`src/rtl/eecfg_pkg.sv`:
```
package eecfg_pkg;

    localparam int EE_AW      = 6;
    localparam int WORD_W     = 16;
    localparam int CMD_W      = 3 + EE_AW;
    localparam int FRAME_BITS = CMD_W + WORD_W;

    typedef enum logic [2:0] {
        ST_IDLE,
        ST_SEL,
        ST_LOW,
        ST_HIGH,
        ST_DESEL,
        ST_DONE
    } seq_st_t;

    typedef struct packed {
        logic              valid;
        logic [EE_AW-1:0]  addr;
        logic [WORD_W-1:0] data;
    } word_evt_t;

    function automatic logic [CMD_W-1:0] rd_cmd(input logic [EE_AW-1:0] a);
        return {3'b110, a};
    endfunction

    function automatic logic [7:0] byte_fold(input logic [7:0] acc,
                                             input logic [WORD_W-1:0] w);
        logic [7:0] s;
        s = acc + w[7:0];
        s = s + w[15:8];
        return s;
    endfunction

endpackage

```
`src/rtl/eecfg_bitclk.sv`:
```
module eecfg_bitclk #(
    parameter int CLK_HALF = 2
) (
    input  logic clk,
    input  logic rst,
    input  logic en,
    output logic tick
);
    localparam int CW = (CLK_HALF > 1) ? $clog2(CLK_HALF) : 1;
    localparam logic [CW-1:0] LAST = CW'(CLK_HALF - 1);

    logic [CW-1:0] cnt;

    always_ff @(posedge clk) begin
        if (rst || !en) begin
            cnt <= '0;
        end else if (cnt == LAST) begin
            cnt <= '0;
        end else begin
            cnt <= cnt + 1'b1;
        end
    end

    assign tick = en && (cnt == LAST);
endmodule

```
`src/rtl/eecfg_seq.sv`:
```
module eecfg_seq
    import eecfg_pkg::*;
#(
    parameter int SCAN_LAST = 35
) (
    input  logic      clk,
    input  logic      rst,
    input  logic      tick,
    input  logic      skip,
    input  logic      ee_do,
    output logic      run,
    output logic      ee_cs,
    output logic      ee_sclk,
    output logic      ee_di,
    output logic      fin,
    output word_evt_t evt
);
    localparam int BIT_W = $clog2(FRAME_BITS);
    localparam logic [EE_AW-1:0] LAST_W     = EE_AW'(SCAN_LAST);
    localparam logic [BIT_W-1:0] BIT_END    = BIT_W'(FRAME_BITS - 1);
    localparam logic [BIT_W-1:0] DATA_FIRST = BIT_W'(CMD_W);

    seq_st_t           st;
    logic [EE_AW-1:0]  word;
    logic [BIT_W-1:0]  bitn;
    logic [CMD_W-1:0]  cmd_sh;
    logic [WORD_W-1:0] data_sh;

    always_ff @(posedge clk) begin
        if (rst) begin
            st      <= ST_IDLE;
            word    <= '0;
            bitn    <= '0;
            cmd_sh  <= '0;
            data_sh <= '0;
            evt     <= '0;
        end else begin
            evt.valid <= 1'b0;
            case (st)
                ST_IDLE: st <= skip ? ST_DONE : ST_SEL;
                ST_SEL: if (tick) begin
                    st     <= ST_LOW;
                    bitn   <= '0;
                    cmd_sh <= rd_cmd(word);
                end
                ST_LOW: if (tick) st <= ST_HIGH;
                ST_HIGH: if (tick) begin
                    cmd_sh <= {cmd_sh[CMD_W-2:0], 1'b0};
                    if (bitn >= DATA_FIRST)
                        data_sh <= {data_sh[WORD_W-2:0], ee_do};
                    if (bitn == BIT_END) begin
                        st         <= ST_DESEL;
                        evt.valid  <= 1'b1;
                        evt.addr   <= word;
                        evt.data   <= {data_sh[WORD_W-2:0], ee_do};
                    end else begin
                        bitn <= bitn + 1'b1;
                        st   <= ST_LOW;
                    end
                end
                ST_DESEL: if (tick) begin
                    if (word == LAST_W) begin
                        st <= ST_DONE;
                    end else begin
                        word <= word + 1'b1;
                        st   <= ST_SEL;
                    end
                end
                ST_DONE: st <= ST_DONE;
                default: st <= ST_IDLE;
            endcase
        end
    end

    always_comb begin
        run     = (st == ST_SEL) || (st == ST_LOW) || (st == ST_HIGH) || (st == ST_DESEL);
        ee_cs   = (st == ST_SEL) || (st == ST_LOW) || (st == ST_HIGH);
        ee_sclk = (st == ST_HIGH);
        ee_di   = ((st == ST_LOW) || (st == ST_HIGH)) && cmd_sh[CMD_W-1];
        fin     = (st == ST_DONE);
    end


    sclk_in_frame_chk: assert property (@(posedge clk) disable iff (rst)
        ee_sclk |-> ee_cs);


    single_pulse_chk: assert property (@(posedge clk) disable iff (rst)
        evt.valid |=> !evt.valid);


    done_quiet_chk: assert property (@(posedge clk) disable iff (rst)
        fin |=> (fin && !ee_cs));
endmodule

```
`src/rtl/eecfg_cksum.sv`:
```
module eecfg_cksum
    import eecfg_pkg::*;
#(
    parameter int CHK_LAST = 27
) (
    input  logic      clk,
    input  logic      rst,
    input  word_evt_t evt,
    output logic      pass
);
    localparam logic [EE_AW-1:0] CHK_W = EE_AW'(CHK_LAST);

    logic [7:0] acc;
    logic       covered;

    always_ff @(posedge clk) begin
        if (rst) begin
            acc     <= '0;
            covered <= 1'b0;
        end else if (evt.valid && (evt.addr <= CHK_W)) begin
            acc <= byte_fold(acc, evt.data);
            if (evt.addr == CHK_W) covered <= 1'b1;
        end
    end

    assign pass = covered && (acc == 8'hFF);


    scan_words_skip_chk: assert property (@(posedge clk) disable iff (rst)
        (evt.valid && (evt.addr > CHK_W)) |=> $stable(acc));
endmodule

```
`src/rtl/eecfg_addr_ram.sv`:
```
module eecfg_addr_ram
    import eecfg_pkg::*;
#(
    parameter int MAC_BYTES = 6,
    localparam int HA_W = (MAC_BYTES > 1) ? $clog2(MAC_BYTES) : 1
) (
    input  logic            clk,
    input  logic            rst,
    input  word_evt_t       evt,
    input  logic            host_rd,
    input  logic            host_wr,
    input  logic [HA_W-1:0] host_addr,
    output logic [7:0]      host_rdata
);
    logic [7:0] rd_vec [MAC_BYTES];

    for (genvar i = 0; i < MAC_BYTES; i++) begin : g_byte
        logic [7:0] byte_q;
        always_ff @(posedge clk) begin
            if (rst) begin
                byte_q <= '0;
            end else if (evt.valid && (evt.addr == EE_AW'(i / 2))) begin
                byte_q <= (i % 2 == 1) ? evt.data[15:8] : evt.data[7:0];
            end
        end
        assign rd_vec[i] = byte_q;
    end

    always_ff @(posedge clk) begin
        if (rst) begin
            host_rdata <= '0;
        end else if (host_rd && !host_wr) begin
            host_rdata <= (32'(host_addr) < MAC_BYTES) ? rd_vec[host_addr] : 8'h00;
        end
    end


    wr_ignored_chk: assert property (@(posedge clk) disable iff (rst)
        host_wr |=> $stable(host_rdata));
endmodule

```
`src/rtl/eecfg_loader.sv`:
```
module eecfg_loader
    import eecfg_pkg::*;
#(
    parameter int CHK_LAST  = 27,
    parameter int SCAN_LAST = 35,
    parameter int MAC_BYTES = 6,
    parameter int CLK_HALF  = 2,
    localparam int HA_W = (MAC_BYTES > 1) ? $clog2(MAC_BYTES) : 1
) (
    input  logic              clk,
    input  logic              rst,
    input  logic              busy_sense,
    input  logic              ee_do,
    input  logic              host_rd,
    input  logic              host_wr,
    input  logic [HA_W-1:0]   host_addr,
    output logic              ee_cs,
    output logic              ee_sclk,
    output logic              ee_di,
    output logic              busy_o,
    output logic              cfg_done,
    output logic              cksum_ok,
    output logic              reloc_mode,
    output logic              cfg_wvalid,
    output logic [EE_AW-1:0]  cfg_waddr,
    output logic [WORD_W-1:0] cfg_wdata,
    output logic [7:0]        host_rdata
);
    logic      run, tick, fin, pass, no_ee_q, good;
    word_evt_t evt;

    eecfg_bitclk #(.CLK_HALF(CLK_HALF)) u_bitclk (
        .clk(clk), .rst(rst), .en(run), .tick(tick)
    );

    eecfg_seq #(.SCAN_LAST(SCAN_LAST)) u_seq (
        .clk(clk), .rst(rst), .tick(tick), .skip(no_ee_q), .ee_do(ee_do),
        .run(run), .ee_cs(ee_cs), .ee_sclk(ee_sclk), .ee_di(ee_di),
        .fin(fin), .evt(evt)
    );

    eecfg_cksum #(.CHK_LAST(CHK_LAST)) u_cksum (
        .clk(clk), .rst(rst), .evt(evt), .pass(pass)
    );

    eecfg_addr_ram #(.MAC_BYTES(MAC_BYTES)) u_ram (
        .clk(clk), .rst(rst), .evt(evt), .host_rd(host_rd), .host_wr(host_wr),
        .host_addr(host_addr), .host_rdata(host_rdata)
    );

    assign good = fin && pass && !no_ee_q;

    always_ff @(posedge clk) begin
        if (rst) begin
            no_ee_q    <= busy_sense;
            busy_o     <= 1'b1;
            cfg_done   <= 1'b0;
            cksum_ok   <= 1'b0;
            reloc_mode <= 1'b0;
        end else begin
            cfg_done   <= fin;
            cksum_ok   <= good;
            reloc_mode <= fin && !good;
            busy_o     <= !good;
        end
    end

    assign cfg_wvalid = evt.valid;
    assign cfg_waddr  = evt.addr;
    assign cfg_wdata  = evt.data;


    busy_never_rises_chk: assert property (@(posedge clk) disable iff (rst)
        !$rose(busy_o));


    ok_releases_busy_chk: assert property (@(posedge clk) disable iff (rst)
        cksum_ok |-> (!busy_o && cfg_done && !reloc_mode));


    reloc_keeps_busy_chk: assert property (@(posedge clk) disable iff (rst)
        reloc_mode |-> (busy_o && cfg_done && !cksum_ok));


    absent_no_select_chk: assert property (@(posedge clk) disable iff (rst)
        no_ee_q |-> (!ee_cs && !cfg_wvalid));
endmodule

```
`config.mk`:
```
export PLATFORM = sky130hd
export DESIGN_NAME = eecfg_loader
export DESIGN_NICKNAME = d
export VERILOG_FILES = /design/src/rtl/eecfg_pkg.sv /design/src/rtl/eecfg_bitclk.sv /design/src/rtl/eecfg_seq.sv /design/src/rtl/eecfg_cksum.sv /design/src/rtl/eecfg_addr_ram.sv /design/src/rtl/eecfg_loader.sv
export SDC_FILE = /design/constraint.sdc
export NUM_CORES = 1
export LEC_CHECK = 0
export BUFFER_PORTS_ARGS = -buffer_cell sky130_fd_sc_hd__buf_2
export CORE_MARGIN = 8
export CORE_UTILIZATION = 55
export CTS_BUF_LIST = sky130_fd_sc_hd__clkbuf_8
export CTS_CLUSTER_SIZE = 16
export DETAILED_ROUTE_END_ITERATION = 12
export PLACE_DENSITY_LB_ADDON = 0.12
export SLEW_MARGIN = 20
export SYNTH_ARGS = -nofsm -noshare
export SYNTH_HDL_FRONTEND = slang
export SYNTH_SLANG_ARGS = --single-unit
```
`constraint.sdc`:
```
create_clock -name clk -period 3.3 [get_ports clk]
set_clock_uncertainty 0.15 [all_clocks]
set_input_delay 0.495 -clock clk [delete_from_list [all_inputs] [get_ports clk]]
set_output_delay 0.495 -clock clk [all_outputs]
set_load 0.02 [all_outputs]
```
# Word-level counts from Yosys, hierarchy flattened
# Cells that the tools add are included.
[totals] ff_bits=132 in_bits=9 out_inout_bits=38 word_cells=104
[op_classes] add_sub_neg=5 order_cmp=4 n_eq_ne=16 mux=20 n_bitwise=4 reduce_logical=32
[op_table] operator="$bmux W8 S3" count=1
[op_table] operator="$mux W8" count=3
[op_table] operator="$mux W23" count=1
[op_table] operator="$mux W3" count=7
[op_table] operator="$mux W9" count=2
[op_table] operator="$pmux W3 S6" count=1
[op_table] operator="$pmux W9 S2" count=1
[op_table] operator="$add A8 B8 Y8" count=2
[op_table] operator="$mux W5" count=3
[op_table] operator="$reduce_and A3 Y1" count=4
[op_table] operator="$logic_and A1 B1 Y1" count=11
[op_table] operator="$pmux W5 S2" count=1
[op_table] operator="$eq A8 B8 Y1 const B" count=1
[op_table] operator="$ne A2 B2 Y1 const B" count=4
[op_table] operator="$reduce_and A4 Y1" count=2
[op_table] operator="$add A6 B1 Y6 const B" count=1
[op_table] operator="$eq A3 B2 Y1 const B" count=2
[op_table] operator="$eq A3 B3 Y1 const B" count=2
[op_table] operator="$eq A6 B1 Y1 const B" count=1
[op_table] operator="$eq A6 B2 Y1 const B" count=1
[op_table] operator="$eq A6 B5 Y1 const B" count=1
[op_table] operator="$eq A6 B6 Y1 const B" count=1
[op_table] operator="$le A6 B5 Y1 const B" count=1
[op_table] operator="$logic_not A6 Y1" count=1
[op_table] operator="other kinds (17)" count=26

# Depth between registers and ports, before layout
# Gate-level depths: netlist of the first run.
[logic_depth] depth_word=7 mapped_depth=11 mapped_depth_nobuf=11

# Cells and area by module
# Synthesis of the first run repeated with hierarchy kept, for this count alone.
[unflattened] hier_cells=657 area_unflattened_um2=6212.2
[modules_own_cells] mod="eecfg_seq" instances=1 cells_per_inst=266 area_each_um2=2655.0
[modules_own_cells] mod="eecfg_addr_ram" instances=1 cells_per_inst=291 area_each_um2=2570.0
[modules_own_cells] mod="eecfg_cksum" instances=1 cells_per_inst=87 area_each_um2=790.8
[modules_own_cells] mod="eecfg_loader" instances=1 cells_per_inst=10 area_each_um2=156.4
[modules_own_cells] mod="eecfg_bitclk" instances=1 cells_per_inst=3 area_each_um2=40.0

# Worst setup path after synthesis of the first run
# OpenSTA, ideal clock, no wires.
[synth_path] path_kind="register -> register" startpoint="register u_seq.evt[0] (netlist name)" endpoint="register u_cksum.acc[7]" t_arrival_ps=2501 required_time_ps=3029 path_slack_ps=528 path_stages_with_launch=12 path_buffers=0 synth_period_minus_slack_ps=2772 path_cell_list="dfxtp_1 inv_1 fa_1 inv_1 ha_1 inv_1 fa_1 nor2b_1 o31a_1 o22ai_1 mux2i_1 mux2_2"
[synth_via] elab_chain_len=2
[synth_rtl] element="$add A8 B8 Y8" line="eecfg_pkg.sv:30" source="s = acc + w[7:0];"
[synth_rtl] element="$add A8 B8 Y8" line="eecfg_pkg.sv:31" source="s = s + w[15:8];"
[synth_rtl] element="end signal: assignment" line="eecfg_cksum.sv:21" source="acc <= byte_fold(acc, evt.data);"
[synth_rtl] element="end: declaration" line="eecfg_cksum.sv:13" source="logic [7:0] acc;"
# No other way between the ends.
# A chain may end at the register's enable or synchronous reset.

# Final worst setup path of the first run
[layout_path] startpoint="register u_seq.evt[0] (netlist name)" endpoint="register u_cksum.acc[7]"
[layout_via] elab_chain_len=2
[layout_rtl] element="$add A8 B8 Y8" line="eecfg_pkg.sv:30"
[layout_rtl] element="$add A8 B8 Y8" line="eecfg_pkg.sv:31"
# No other way between the ends.

==> results of run 1 <==
[layout make-up]
class | instances | area [um^2]
clock buffers | 23 | 317
clock inverters | 6 | 77.6
fillers | 894 | 3800
inverters | 15 | 56.3
multi-input cells | 409 | 2810
flip-flops and latches | 132 | 2650
well taps | 136 | 170
repair buffers | 55 | 300
[where the power goes]
group	leakage, uW	switching, uW	total [uW]	internal [uW]
Clock	0.000212	589	1360	772
Sequential	0.00107	23.7	1640	1620
Combinational	0.00148	102	150	47.7
Total	0.00275	715	3150	2440
[worst reg2reg max path, stage by stage (launching register included)]
cell     delay, ps
dfxtp_1        400
inv_1          110
fa_1           430
inv_1           70
ha_1           150
inv_1           50
fa_1           370
nor2b_1        210
o31a_1         180
o22ai_1        100
mux2i_1        180
mux2_2         350
[through the flow]
stage | total power, uW | cell area [um^2]
after floorplan | 1780 | 5680
after global placement | 1820 | 5990
after detailed placement | 1820 | 5990
after CTS | 3170 | 6380
after global routing | 3260 | 6380
final | 3150 | 6380
[synthesized netlist by cell type (all sizes together), types with 9 or more instances]
cell type	n	share of area, %
inv	14	0.92
ha	10	2.2
buf	12	1.3
clkbuf	24	1.6
mux2i	65	11
a211oi	11	1.5
a21oi	42	3.8
mux2	9	1.8
nor2	100	6.8
dfxtp	131	46
nand2	67	4.4
[layer usage]
metal	share of wire, %	global-route usage, %	up-vias
met3	6.0	6.67	19
met1	48	24.1	2073
li1	-	-	2119
met2	45	28.8	79
met4	1.3	7.05	0
met5	0	0	-
[final timing paths]
kind                    from         endpoint  slack (ps)
max reg2reg     u_seq.evt[0]   u_cksum.acc[7]         440
min               busy_sense          no_ee_q          80
min reg2reg  u_seq.cmd_sh[6]  u_seq.cmd_sh[6]         300
max             u_seq.evt[0]   u_cksum.acc[7]         440
[cell usage in the layout (no fill, tap or decap), drive strengths merged, types with 3 or more instances in the layout]
cell type,n
a211oi,11
a21oi,42
a22oi,8
a311oi,3
and2,3
and3,3
buf,55
clkbuf,23
clkinv,3
dfxtp,131
fa,8
ha,10
inv,16
mux2,9
mux2i,65
mux4,8
nand2,67
nand3,6
nand3b,3
nand4,7
nor2,100
nor2b,5
nor3,4
nor4,3
o21ai,5
o221ai,5
xnor2,4
xor2,7
[registers in the layout (all words and copies together) (netlist names), 3 cells and up]
name and count:
u_ram.host_rdata 8, u_seq.bitn 5, u_seq.cmd_sh 9, u_ram.g_byte.byte_q 48, u_cksum.acc 8, u_seq.evt 23, u_seq.data_sh 15, u_seq.st 3
u_seq.word 6
[logic make-up (layout without fill, tap and decap cells)]
| family | Yosys count | after routing | synth area share [%] |
|---|---|---|---|
| mux | 82 | 82 | 16.4 |
| buf+inv | 51 | 99 | 3.90 |
| flops | 132 | 132 | 46.7 |
| fa+ha+maj | 18 | 18 | 5.02 |
| xor+xnor | 11 | 11 | 1.70 |
| simple gates | 214 | 214 | 16.9 |
| compound gates | 84 | 84 | 9.43 |
==> results.cfg, run 1 <==
[outcome]
outcome = finished, final reports clean

[critical_path]
cp_top_family = adder cells
slowest_stage = fa_1
required_ps = 3490
critPathKind = flip-flop to flip-flop
rr_worst_depth = 11
startpoint_type = flip-flop
endpoint_kind = flip-flop
crit_cells = 11
worstPathArrival_ps = 3060
cp.buffers_inverters = 3
crit_top_cell = inv_1
cp_max_fo = 5
path_cells = inv_1 > fa_1 > inv_1 > ha_1 > inv_1 > fa_1 > nor2b_1 > o31a_1 > o22ai_1 > mux2i_1 > mux2_2
critical-path-max-stage-delay_ps = 430

[yosys]
netlist_instances = 592
synth-seq-cells = 132
yosysWarningCount = 0
synth_fp_nets = 619
ys_async_sr_fraction_pct = 0
ys_types = 54
syn_area_per_cell_um2 = 9.60
ys.flop_type = dfxtp_1
synth_edf_count = 1
syn_area_um2 = 5680
yosysSeqAreaShare_pct = 46.7

[route]
wl_mm = 12.8
avgViaCountPerCell = 5.53
first_iter_violations = 310
drc = 0
num_vias = 4290
avgRoutedWirePerCell_um = 16.5
drtAntennaViolNets = 0
firstDrtPassIters = 4

[timing]
hold_viol = 0
final.setup.tns_ps = 0
max_freq_ghz = 0.349
finalSetupViolations = 0
maxSlewHeadroom_pct = 28.3
finalCritPeriodShare_pct = 86.8
hold_ws_ps = 83.1
period_needed_ps = 2860
rsz0062_at_grt = false
fin_ws_ps = 435
finalMaxSlewViolations = 0
worst_pin_slew_ps = 1070

[placement]
routabilityCongestion = 0.829
port_buffers = 46
dp.cells = 747
dp_worst_setup_slack_ps = 487
dp_hpwl_mm = 8.60

[cts]
clk_pin_slew_ps = 70
postCtsHoldBufs = 0
cts_buffer_depth = 2
cts_setup_buffers = 0
clock-sinks = 132
cts_tree = yes
clk_latency_ps = 450
h-tree-depth = 4
cts-root-buf = clkbuf_8
cts-buffers-inserted = 17
cts_resized = 0

[floorplanning]
die_h_um = 118
die_area_um2 = 13800
design.core.area_um2 = 10200
rows = 37
die_w_um = 118
start_util_pct = 55.8
boundaryPins = 47

[cells_and_area]
stdcell_count = 776
fin_util_pct = 62.7
fin_nets = 657
diodes = 0
areaGrowthSynthToFinish_pct = 12.3
drive_gt1_share_pct = 17.0

[global_route]
gr-total-overflow = 0
antenna_found_initial = 0
track_usage_pct = 18.9
grt_pass1_wl_mm = 21.1
grt_pass1_vias = 4095
grt_max_degree = 63

[run]
drv_cap = 0

[hold_path]
whs_path_depth = 1
hp-class = input pin to flip-flop

[power]
p_leak_uw = 0.00275
max-vdd-ir-drop_v = 0.000445
power_density_nw_per_um2 = 494
(Power assumes the default switching activity.)
==> inputs of run 2 (changes only) <==
Settings changed: CORE_ASPECT_RATIO set to 0.5, CORE_MARGIN 8 to unset.
==> run 2 against run 1 <==
Global-route usage grew 5.5 points. Largest power group unchanged. Total power up 6.9%. Die area shrank 22%. Routed wire length down 3.8%. Hold slack better by 4.5 ps. Final area up 1.7%. Clock-buffer cell count is 2 lower. Non-clock buffer count grew 3. Sequential share of layout area down 0.71 points. Register-to-register slack gained 40 ps.
==> results.cfg, run 2 (synthesized netlist as in run 1, its figures left out) <==
[route]
num_vias = 4260
wl_mm = 12.3
firstDrtPassIters = 5
drc = 0
first_iter_violations = 247
avgRoutedWirePerCell_um = 15.8
avgViaCountPerCell = 5.45
drtAntennaViolNets = 0

[placement]
dp_hpwl_mm = 8.04
port_buffers = 46
routabilityCongestion = 0.867
dp_worst_setup_slack_ps = 477

[power]
power_density_nw_per_um2 = 518
p_leak_uw = 0.00280
max-vdd-ir-drop_v = 0.000354

[cts]
cts-buffers-inserted = 17
cts_setup_buffers = 0
cts_resized = 0
cts_buffer_depth = 2
cts-root-buf = clkbuf_8
cts_tree = yes
clk_latency_ps = 430
h-tree-depth = 4
clk_pin_slew_ps = 70
postCtsHoldBufs = 0
clock-sinks = 132

[timing]
max_freq_ghz = 0.354
finalSetupViolations = 0
finalCritPeriodShare_pct = 85.7
worst_pin_slew_ps = 915
final.setup.tns_ps = 0
maxSlewHeadroom_pct = 38.9
finalMaxSlewViolations = 0
rsz0062_at_grt = false
period_needed_ps = 2830
fin_ws_ps = 473
hold_viol = 0

[global_route]
grt_pass1_vias = 3863
grt_max_degree = 61
antenna_found_initial = 0
gr-total-overflow = 0
grt_pass1_wl_mm = 20.0
track_usage_pct = 24.4

[critical_path]
cp_max_fo = 5
r2r-end = u_cksum.acc[7]
cp-startpoint = u_seq.evt[0]
endpoint_kind = flip-flop
startpoint_type = flip-flop
critPathKind = flip-flop to flip-flop
worstPathArrival_ps = 2990
required_ps = 3470
r2r-start = u_seq.evt[0]
rr_worst_depth = 11
r2r_slack_ps = 470
cp-endpoint = u_cksum.acc[7]

[cells_and_area]
diodes = 0
final_common_cell = dfxtp_1
areaGrowthSynthToFinish_pct = 14.3
fin_nets = 660
final_cell_mix = 131 x dfxtp_1, 96 x nor2_1, 67 x nand2_1
fillers = 803
max_flop_register = u_ram.g_byte.byte_q
largest_registers = u_ram.g_byte.byte_q: 48 flops, u_seq.evt: 23 flops, u_seq.data_sh: 15 flops
largest_reg_flops = 48
drive_gt1_share_pct = 17.8
fin_util_pct = 66.7

[floorplanning]
start_util_pct = 58.4
design.core.area_um2 = 9730
boundaryPins = 47
die_w_um = 146
rows = 25
die_area_um2 = 10800
die_h_um = 73.9

[hold_path]
hp-class = input pin to flip-flop

[outcome]
outcome = finished, final reports clean

[run]
drv_cap = 0
==> run 2: cell types whose count changed in the layout (fill, tap and decap cells not counted) <==
cell / previous run / this run
buf_12: 0 / 1
buf_4: 10 / 12
bufinv_16: 2 / 5
clkbuf_8: 23 / 21
clkinv_2: 2 / 1
clkinvlp_4: 0 / 2
inv_1: 16 / 17
or3_1: 2 / 1
or3_2: 0 / 1
==> run 2: routing by layer <==
metal  vias up  routed length (um)  track usage, %
li1       2136                   -               -
met1      1988                6070            33.8
met2       119                5280            36.8
met3        17                 805            6.46
met4         0                 172            9.24
met5         -                   0               0
==> run 2: critical path: stages, from the launching register on <==
cell,delay [ps]
dfxtp_1,380
inv_1,100
fa_1,420
inv_1,60
ha_1,160
inv_1,60
fa_1,380
nor2b_1,220
o31a_1,170
o22ai_1,90
mux2i_1,170
mux2_2,340
==> run 2: per-stage QoR <==
stage	std cells	total power, uW	hold slack [ps]	area (um^2)
after floorplan	592	1780	278	5680
after global placement	749	1820	288	6020
after detailed placement	749	1820	299	6020
after CTS	781	3390	66.8	6490
after global routing	781	3480	67.0	6490
final	781	3370	87.7	6490
==> run 2: final cells by class <==
type,instances,area [um^2],share of cell area (%)
clock buffers,21,289,4.45
clock inverters,11,181,2.79
inverters,15,56.3,0.867
multi-input cells,409,2810,43.3
flip-flops and latches,132,2650,40.9
well taps,135,169,2.60
repair buffers,58,335,5.16
==> run 2: how the worst min path moves through the flow <==
stage,from,endpoint,cells after the start
2_1_floorplan,u_seq.cmd_sh[6],u_seq.cmd_sh[6],2
3_3_place_gp,u_seq.cmd_sh[6],u_seq.cmd_sh[6],2
3_5_place_dp,u_seq.data_sh[14],u_seq.evt[15],2
4_1_cts,busy_sense,no_ee_q,1
5_1_grt,busy_sense,no_ee_q,1
6_report,busy_sense,no_ee_q,1
==> run 2: report_power, final <==
part	leakage, uW	switching [uW]	total (uW)	internal, uW
Combinational	0.00149	99.2	146	47.0
Clock	0.000242	608	1580	972
Sequential	0.00107	24.0	1640	1610
==> inputs of run 3 (changes only) <==
Settings changed: CORE_ASPECT_RATIO 0.5 to unset, CORE_UTILIZATION 55 to 36, PLACE_DENSITY_LB_ADDON 0.12 to 0.3.
==> run 3 against run 2 <==
Routed wire length rose by 4.6%. Critical path depth did not move. Sequential share of layout area fell by 0.086 points. Largest cell class unchanged. Final area rose by 0.21%. First-iteration DRC count fell by 27%. Critical path type unchanged. Via count rose by 0.59%.
==> results.cfg, run 3 (synthesized netlist as in run 1, its figures left out) <==
[outcome]
outcome = finished, final reports clean

[floorplanning]
die_w_um = 128
rows = 45
die_area_um2 = 16300
die_h_um = 128
boundaryPins = 47
start_util_pct = 37.1
design.core.area_um2 = 15300

[route]
first_iter_violations = 181
drc = 0
wl_mm = 12.9
firstDrtPassIters = 4
drtAntennaViolNets = 0
num_vias = 4285
avgViaCountPerCell = 5.02
avgRoutedWirePerCell_um = 15.1

[cts]
cts_resized = 0
clock-sinks = 132
h-tree-depth = 4
cts-buffers-inserted = 17
cts_buffer_depth = 2
cts-root-buf = clkbuf_8
clk_latency_ps = 440
cts_tree = yes
clk_pin_slew_ps = 80
postCtsHoldBufs = 0
cts_setup_buffers = 0

[global_route]
gr-total-overflow = 0
track_usage_pct = 17.0
antenna_found_initial = 0
grt_pass1_vias = 4134
grt_pass1_wl_mm = 21.5
grt_max_degree = 54

[placement]
routabilityCongestion = 0.802
dp.cells = 822
dp_hpwl_mm = 8.81
placed_area_um2 = 6080
port_buffers = 46

[cells_and_area]
areaGrowthSynthToFinish_pct = 14.5
multiInputGateArea_um2 = 2810
largest_registers = u_ram.g_byte.byte_q: 48 flops, u_seq.evt: 23 flops, u_seq.data_sh: 15 flops
fillers = 1514
final_cell_mix = 131 x dfxtp_1, 96 x nor2_1, 67 x nand2_1
max_flop_register = u_ram.g_byte.byte_q
final_common_cell = dfxtp_1
diodes = 0
final-seq-area_um2 = 2650
fin_nets = 657
drive_gt1_share_pct = 17.7
design_area_um2 = 6510
stdcell_count = 854
largest_reg_flops = 48

[timing]
worst_pin_slew_ps = 915
rsz0062_at_grt = false
final.setup.tns_ps = 0
finalSetupViolations = 0
maxSlewHeadroom_pct = 38.6
period_needed_ps = 2840
max_freq_ghz = 0.352
hold_viol = 0
finalMaxSlewViolations = 0
finalCritPeriodShare_pct = 86.1

[critical_path]
endpoint_kind = flip-flop
cp.buffers_inverters = 3
path_cells = inv_1 > fa_1 > inv_1 > ha_1 > inv_1 > fa_1 > nor2b_1 > o31a_1 > o22ai_1 > mux2i_1 > mux2_2
cp_top_family = adder cells
critical-path-max-stage-delay_ps = 420
required_ps = 3480
cp_max_fo = 5
slowest_stage = fa_1
critPathKind = flip-flop to flip-flop
crit_top_cell = inv_1
worstPathArrival_ps = 3020
startpoint_type = flip-flop

[power]
seq_power_share_pct = 50.8
power_density_nw_per_um2 = 497
max-vdd-ir-drop_v = 0.000251
switching_share_pct = 23.5
combPwrFrac_pct = 4.5
p_leak_uw = 0.00275
power_frac_clock_pct = 44.7
switchingPower_uw = 759
p_int_uw = 2470

[hold_path]
hp-class = input pin to flip-flop

[run]
drv_cap = 0
run 3: final timing paths:
kind,cells after the start,start,slack [ps],end
hold reg to reg,2,u_seq.cmd_sh[7],300,u_seq.cmd_sh[7]
setup reg to reg,11,u_seq.evt[0],460,u_cksum.acc[7]
hold / removal,1,busy_sense,70,no_ee_q
setup / recovery,11,u_seq.evt[0],460,u_cksum.acc[7]
run 3: layer usage:
layer | global-route usage (%) | wire [um] | part of all wire [%]
met5 | 0 | 0 | 0
met4 | 5.61 | 119 | 0.92
met3 | 3.64 | 323 | 2.5
met2 | 28.2 | 6350 | 49
met1 | 21.9 | 6110 | 47
run 3: area by class of cell:
| class | count | share of cell area, % |
|---|---|---|
| multi-input combinational | 409 | 43.2 |
| sequential | 132 | 40.8 |
| timing repair buffer | 55 | 4.62 |
| tap | 211 | 4.06 |
| clock buffer | 17 | 3.60 |
| clock inverter | 15 | 2.92 |
| inverter | 15 | 0.865 |
run 3: metrics by stage:
| step | util, % | total power, uW | hold slack, ps | setup WS [ps] |
|---|---|---|---|---|
| final | 42.5 | 3230 | 73.4 | 460 |
| after global routing | 42.5 | 3350 | 62.6 | 195 |
| after CTS | 42.5 | 3270 | 48.7 | 486 |
| after detailed placement | 39.7 | 1830 | 294 | 500 |
| after global placement | 39.7 | 1820 | 284 | 567 |
| after floorplan | - | 1780 | 278 | 528 |
run 3: power groups by stage:
stage          Combinational [uW]  Sequential [uW]  Clock [uW]
2_1_floorplan                 110             1670           0
3_3_place_gp                  144             1680           0
3_5_place_dp                  147             1680           0
4_1_cts                       147             1640        1480
5_1_grt                       161             1650        1550
6_report                      147             1640        1440
